`config.mk`:
```
export PLATFORM = sky130hd
export DESIGN_NAME = twk_wakeup_gen
export DESIGN_NICKNAME = d
export VERILOG_FILES = /design/src/rtl/twk_pkg.sv /design/src/rtl/twk_status_flags.sv /design/src/rtl/twk_cfg_regs.sv /design/src/rtl/twk_idle_ctrl.sv /design/src/rtl/twk_wakeup_gen.sv
export SDC_FILE = /design/constraint.sdc
export NUM_CORES = 1
export LEC_CHECK = 0
export ABC_AREA = 1
export BUFFER_PORTS_ARGS = -buffer_cell sky130_fd_sc_hd__buf_2
export CAP_MARGIN = 5
export CORE_MARGIN = 2
export CORE_UTILIZATION = 33
export CTS_CLUSTER_SIZE = 12
export DETAILED_ROUTE_END_ITERATION = 10
export PLACE_DENSITY = 0.9
export SETUP_SLACK_MARGIN = 0.5
export SLEW_MARGIN = 0
export SYNTH_ARGS = -nofsm -noshare
export SYNTH_HDL_FRONTEND = slang
export SYNTH_SLANG_ARGS = --single-unit
```
`constraint.sdc`:
```
create_clock -name clk_i -period 1.15 [get_ports clk_i]
set_clock_uncertainty 0.2 [all_clocks]
set_input_delay 0.115 -clock clk_i [delete_from_list [all_inputs] [get_ports clk_i]]
set_output_delay 0.115 -clock clk_i [all_outputs]
set_load 0.01 [all_outputs]
```
`src/rtl/twk_pkg.sv`:
```
package twk_pkg;
   localparam int unsigned TWK_ADDR_W = 4;
   localparam logic [TWK_ADDR_W-1:0] TWK_A_STAT = 4'h0;
   localparam logic [TWK_ADDR_W-1:0] TWK_A_WEN  = 4'h1;
   localparam logic [TWK_ADDR_W-1:0] TWK_A_CFG  = 4'h2;
   localparam int unsigned TWK_SRC_MATCH = 0;
   localparam int unsigned TWK_SRC_OVF   = 1;
   localparam int unsigned TWK_SRC_CAP   = 2;
   typedef struct packed {
      logic stat;
      logic wen;
      logic cfg;
   } twk_wsel_t;
endpackage

```
`src/rtl/twk_status_flags.sv`:
```
module twk_status_flags #(
   parameter int unsigned NUM_SRC = 3
) (
   input  logic               clk_i,
   input  logic               rst_ni,
   input  logic [NUM_SRC-1:0] evt_i,
   input  logic [NUM_SRC-1:0] clr_i,
   output logic [NUM_SRC-1:0] flag_o
);
   for (genvar k = 0; k < NUM_SRC; k++) begin : g_flag
      logic flag_q;
      always_ff @(posedge clk_i or negedge rst_ni) begin
         if (!rst_ni) begin
            flag_q <= 1'b0;
         end else if (evt_i[k]) begin
            flag_q <= 1'b1;      // set beats clear
         end else if (clr_i[k]) begin
            flag_q <= 1'b0;
         end
      end
      assign flag_o[k] = flag_q;
   end
endmodule

```
`src/rtl/twk_cfg_regs.sv`:
```
module twk_cfg_regs #(
   parameter int unsigned NUM_SRC = 3,
   parameter int unsigned DATA_W  = 32
) (
   input  logic               clk_i,
   input  logic               rst_ni,
   input  logic               wen_we_i,
   input  logic               cfg_we_i,
   input  logic [DATA_W-1:0]  wdata_i,
   output logic [NUM_SRC-1:0] wake_en_o,
   output logic               glb_en_o
);
   logic [NUM_SRC-1:0] wake_en_q;
   logic               glb_en_q;

   always_ff @(posedge clk_i or negedge rst_ni) begin
      if (!rst_ni) begin
         wake_en_q <= '0;
      end else if (wen_we_i) begin
         wake_en_q <= wdata_i[NUM_SRC-1:0];
      end
   end

   always_ff @(posedge clk_i or negedge rst_ni) begin
      if (!rst_ni) begin
         glb_en_q <= 1'b0;
      end else if (cfg_we_i) begin
         glb_en_q <= wdata_i[0];
      end
   end

   assign wake_en_o = wake_en_q;
   assign glb_en_o  = glb_en_q;
endmodule

```
`src/rtl/twk_idle_ctrl.sv`:
```
module twk_idle_ctrl #(
   parameter int unsigned NUM_SRC = 3
) (
   input  logic               clk_i,
   input  logic               rst_ni,
   input  logic [NUM_SRC-1:0] flag_i,
   input  logic [NUM_SRC-1:0] wake_en_i,
   input  logic               glb_en_i,
   input  logic               idle_req_i,
   output logic               wakeup_o,
   output logic               idle_ack_o
);
   logic pending;
   logic ack_q;

   assign pending  = glb_en_i & (|(flag_i & wake_en_i));
   assign wakeup_o = idle_req_i & pending;

   always_ff @(posedge clk_i or negedge rst_ni) begin
      if (!rst_ni) begin
         ack_q <= 1'b0;
      end else begin
         ack_q <= idle_req_i & ~pending;
      end
   end

   assign idle_ack_o = ack_q;
endmodule

```
`src/rtl/twk_wakeup_gen.sv`:
```
module twk_wakeup_gen
   import twk_pkg::*;
#(
   parameter int unsigned NUM_SRC = 3,
   parameter int unsigned DATA_W  = 32
) (
   input  logic                  clk_i,
   input  logic                  rst_ni,
   input  logic [NUM_SRC-1:0]    evt_i,
   input  logic                  reg_wr_i,
   input  logic [TWK_ADDR_W-1:0] reg_addr_i,
   input  logic [DATA_W-1:0]     reg_wdata_i,
   output logic [DATA_W-1:0]     reg_rdata_o,
   input  logic                  idle_req_i,
   output logic                  idle_ack_o,
   output logic                  wakeup_o,
   output logic [NUM_SRC-1:0]    status_o
);
   localparam int unsigned PAD_W = DATA_W - NUM_SRC;

   if (NUM_SRC < 1 || NUM_SRC >= DATA_W) begin : g_bad_src
      $error("twk_wakeup_gen: NUM_SRC must be in 1..DATA_W-1");
   end

   twk_wsel_t          wsel;
   logic [NUM_SRC-1:0] clr;
   logic [NUM_SRC-1:0] flags;
   logic [NUM_SRC-1:0] wake_en;
   logic               glb_en;

   always_comb begin
      wsel.stat = reg_wr_i && (reg_addr_i == TWK_A_STAT);
      wsel.wen  = reg_wr_i && (reg_addr_i == TWK_A_WEN);
      wsel.cfg  = reg_wr_i && (reg_addr_i == TWK_A_CFG);
   end

   assign clr = wsel.stat ? reg_wdata_i[NUM_SRC-1:0] : '0;

   twk_status_flags #(.NUM_SRC(NUM_SRC)) u_flags (
      .clk_i  (clk_i),
      .rst_ni (rst_ni),
      .evt_i  (evt_i),
      .clr_i  (clr),
      .flag_o (flags)
   );

   twk_cfg_regs #(.NUM_SRC(NUM_SRC), .DATA_W(DATA_W)) u_cfg (
      .clk_i     (clk_i),
      .rst_ni    (rst_ni),
      .wen_we_i  (wsel.wen),
      .cfg_we_i  (wsel.cfg),
      .wdata_i   (reg_wdata_i),
      .wake_en_o (wake_en),
      .glb_en_o  (glb_en)
   );

   twk_idle_ctrl #(.NUM_SRC(NUM_SRC)) u_idle (
      .clk_i      (clk_i),
      .rst_ni     (rst_ni),
      .flag_i     (flags),
      .wake_en_i  (wake_en),
      .glb_en_i   (glb_en),
      .idle_req_i (idle_req_i),
      .wakeup_o   (wakeup_o),
      .idle_ack_o (idle_ack_o)
   );

   always_comb begin
      unique case (reg_addr_i)
         TWK_A_STAT: reg_rdata_o = {{PAD_W{1'b0}}, flags};
         TWK_A_WEN:  reg_rdata_o = {{PAD_W{1'b0}}, wake_en};
         TWK_A_CFG:  reg_rdata_o = {{(DATA_W-1){1'b0}}, glb_en};
         default:    reg_rdata_o = '0;
      endcase
   end

   assign status_o = flags;
endmodule

```
-- After elaboration in Yosys (flattened, before gate mapping)
Index checks and enable logic that the tools add are counted.
- bits in registers: 8
- output and inout port bits: 37
- word-level logic and storage cells: 29
- equality and inequality tests: 2
- muxes and demuxes: 8
- bitwise gates (word level): 5
- reduce and logical (&&, ||, !) cells: 8
- operator list (operator ; number):
    case mux 3 bit (3 select lines) ; 1
    2-to-1 mux 1 bit ; 6
    nonzero test 2 bit ; 3
    == test 4 x 1 -> 1 bit (second input constant) ; 1
    == test 4 x 2 -> 1 bit (second input constant) ; 1
    logical NOT 4 bit ; 1
    AND 1 bit ; 3
    AND 3 bit ; 1
    logical AND 1 bit ; 3
    2-to-1 mux 3 bit ; 1
    OR reduction 3 bit ; 1
    NOT 1 bit ; 1

-- Logic depth before layout (Yosys ltp)
- depth in word-level cells: 5
- mapped depth: 5

-- Modules after synthesis
A second synthesis with hierarchy kept.
- cell total of the unflattened synthesis: 103
- area total of the unflattened synthesis: 719.4 um^2
- by module, submodules not included (module ; instances ; cells each ; area an instance (um^2) ; seq. area each (um^2)):
    twk_wakeup_gen ; 1 ; 58 ; 355.3 ; 0.0
    twk_cfg_regs ; 1 ; 18 ; 152.6 ; 100.1
    twk_status_flags ; 1 ; 18 ; 142.6 ; 75.1
    twk_idle_ctrl ; 1 ; 9 ; 68.8 ; 25.0

-- Least setup slack after synthesis
No wires, ideal clock.
- path type: register -> output
- start point: register u_flags.g_flag[2].flag_q
- end point: output port wakeup_o
- arrival: 706 ps
- setup slack: 129 ps
- stages on the path, launching flop included: 5
- path through: dfrtp_1 nand2_1 nand3_1 nand2_1 nor2_1
- longest elaborated chain between the ends: 4
- ends and longest elaborated chain (element ; line ; RTL):
    start, declared ; twk_status_flags.sv:11 ; logic flag_q;
    start signal, assigned ; twk_status_flags.sv:14 ; flag_q <= 1'b0;
    start signal, assigned ; twk_status_flags.sv:16 ; flag_q <= 1'b1;
    start signal, assigned ; twk_status_flags.sv:18 ; flag_q <= 1'b0;
    AND 3 bit ; twk_idle_ctrl.sv:16 ; assign pending = glb_en_i & (|(flag_i & wake_en_i));
    OR reduction 3 bit ; twk_idle_ctrl.sv:16 ;
    AND 1 bit ; twk_idle_ctrl.sv:16 ;
    AND 1 bit ; twk_idle_ctrl.sv:17 ; assign wakeup_o = idle_req_i & pending;
    end, declared ; twk_wakeup_gen.sv:16 ; output logic wakeup_o,
Every way passes these cells.

-- Final worst setup path
- start point: register u_flags.g_flag[0].flag_q
- end point: output port wakeup_o
- longest elaborated chain between the ends: 4
- ends and longest elaborated chain (element ; line):
    start, declared ; twk_status_flags.sv:11
    start signal, assigned ; twk_status_flags.sv:14
    start signal, assigned ; twk_status_flags.sv:16
    start signal, assigned ; twk_status_flags.sv:18
    AND 3 bit ; twk_idle_ctrl.sv:16
    OR reduction 3 bit ; twk_idle_ctrl.sv:16
    AND 1 bit ; twk_idle_ctrl.sv:16
    AND 1 bit ; twk_idle_ctrl.sv:17
Every way passes these cells.

==> impl_metrics.json <==
{
  "outcome": "finished with violations",
  "dp_worst_setup_slack_ps": 1.97,
  "path_max_fanout": 3,
  "min_path_cells": 3,
  "cp_data_required_time_ps": 830,
  "ant_nets": 0,
  "period_minus_slack_ps": 1380,
  "critical_path.reg2reg.startpoint": "u_cfg.glb_en_o",
  "setup_repair_after_global_routing_missed_its_margin": "yes",
  "routability_cong": 0.776,
  "routed-via-count": 604,
  "worstHoldStart": "evt_i[1]",
  "ioPinCount": 80,
  "layout_setup_ws_ps": -226,
  "power.leakage_nw": 0.515,
  "fin_total_pwr_w": 0.000892,
  "initial_core_utilization_pct": 34.7,
  "grtUsageTotal_pct": 11.6,
  "layout.cells.most_common_list": "29 x conb_1, 14 x buf_2, 11 x buf_6",
  "crit_arrival_ps": 1060,
  "maxCapViolCount": 0,
  "grt_max_degree": 13,
  "antennaDiodeCount": 0,
  "grt_antenna_before_repair": 0,
  "placement.io_buffers": 21,
  "synth-simple-area-share_pct": 25.0,
  "first_pass_grt_wire_length_um": 2100,
  "post_synth_fa_ha_maj_area_fraction_pct": 0,
  "crit_path_start_kind": "flop",
  "timing.final.max_slew_violations": 0,
  "synth_cell_types": 13,
  "global_route_overflow": 0,
  "synthCells": 91,
  "max-clock-path-buffers": 2,
  "clk-insertion-delay-late_ps": 250,
  "num-fill-cells": 212,
  "post_layout_net_count": 169,
  "post-dp-hpwl_um": 995,
  "fin_hold_ws_ps": -163,
  "timing_worst_setup_path_type": "reg2out",
  "chipHeight_um": 49.4,
  "setup_viol": 7,
  "ys_seq_elements": 8,
  "max_freq_mhz": 726,
  "die-width_um": 49.4,
  "failing_checks": "hold timing, setup timing",
  "synth_top_family_by_area": "buffers and inverters",
  "floorplan.rows": 16,
  "synth-warning-count": 0,
  "path_clk_slew_ps": 50,
  "cp-end-kind": "primary output",
  "final_cells": 151,
  "clock_sinks": 8,
  "vias_per_cell": 4.00,
  "pd_cells_mw_per_mm2": 947,
  "htree_levels": 1,
  "muxShareOfSynthArea_pct": 0,
  "layout_commonest_cell": "conb_1",
  "maximum_vdd_drop_mv": 0.644,
  "clock_tree.root_cell": "clkbuf_4",
  "detailedRoute.firstIterationViolations": 7,
  "drt_pass1_iterations": 4,
  "rr_worst_depth": 4,
  "detail_route.drc_violations": 0,
  "drive_above_1_share_pct": 45.2,
  "floorplan.core_area_mm2": 0.00196,
  "synth-compound-area-share_pct": 3.68,
  "hold_viol_final": 8,
  "totalWireLength_um": 1500,
  "synth-xor-area-share_pct": 0,
  "placedCellCount": 136,
  "routed_length_per_instance_um": 9.95,
  "crit_start": "u_flags.g_flag[0].flag_q",
  "syn_area_per_cell_um2": 7.48,
  "design.die.area_mm2": 0.00244,
  "netlist_area_um2": 681,
  "cts_hold_buffers": 1,
  "cts_made_buffers": 3,
  "syn_to_final_growth_pct": 38.4,
  "grt_pass1_vias": 506,
  "cts_tree": "done",
  "timing.final.crit_share_pct": 120,
  "synth-seq-area-share_pct": 29.4,
  "timing.hold.worst.class": "in2reg"
}
synthesized netlist by cell type (all sizes together):
cell type  instances  share of area [%]
nand2             16                8.8
a21oi              1               0.73
nand4              3                2.8
dfrtp              8                 29
inv                9                5.0
nand3             11                8.8
nor2               5                4.6
buf               33                 36
conb               1               0.55
o21ai              4                2.9
logic make-up (layout without fill, tap and decap cells):
kind of cell	after synthesis	after routing
AO/OA/AOI/OAI	5	5
buffers and inverters	42	47
flip-flops	8	8
other	1	29
AND/OR/NAND/NOR	35	35
per-layer routing:
layer	part of all wire (%)	up-vias	routed length [um]	global-route usage (%)
met5	0	-	0	0
met4	2.9	0	44	7.87
met3	9.9	6	149	4.60
met2	52	36	782	18.5
met1	35	270	527	12.7
li1	-	292	-	-
worst max-delay path: stages (launching register included):
cell     delay (ps)
dfrtp_1         410
nand2_2         100
nand3_2          80
nand2_2          70
nor2_2           30
buf_2           130
worst paths after layout:
check,to,slack [ps]
setup / recovery,wakeup_o,-230
setup reg to reg,u_cfg.glb_en_o,60
hold reg to reg,u_idle.idle_ack_o,330
min in group asynchronous,u_flags.g_flag[0].flag_q,20
max in group asynchronous,u_cfg.glb_en_o,550
hold / removal,u_flags.g_flag[1].flag_q,-160
power by group:
part	internal [W]	switching, W
Clock	0.000119	0.0000931
Sequential	0.000318	0.0000342
Combinational	0.000157	0.000171
Total	0.000594	0.000298
stage by stage:
stage          util (%)  setup TNS (ps)  hold WS, ps  cell area, um^2
2_1_floorplan         -               0         -381              815
3_3_place_gp       36.5               0         -238              717
3_5_place_dp       36.5               0         -237              717
4_1_cts            42.7            -899         -162              837
5_1_grt            48.0           -1530         -153              942
6_report           48.0           -1260         -163              942
sequential cells by signal, indices dropped and copies added, names as in the netlist:
signal,cells
u_idle.idle_ack_o,1
u_flags.g_flag.flag_q,3
u_cfg.wake_en_o,3
u_cfg.glb_en_o,1
final cells by class:
| class | instances | area [um^2] | share of cell area (%) |
|---|---|---|---|
| multi-input combinational | 69 | 369 | 39.2 |
| timing repair buffer | 35 | 279 | 29.6 |
| sequential | 8 | 201 | 21.4 |
| inverter | 9 | 36.3 | 3.85 |
| tap | 27 | 33.8 | 3.59 |
| clock buffer | 3 | 22.5 | 2.39 |
what timing repair did:
action                                  4_1_cts  5_1_grt
buffers inserted                              5        6
resized for setup                            10       15
pin swaps                                     5        6
endpoints found under the setup margin       16       16
endpoints found under the hold margin        16        8
(Power assumes the default switching activity.)
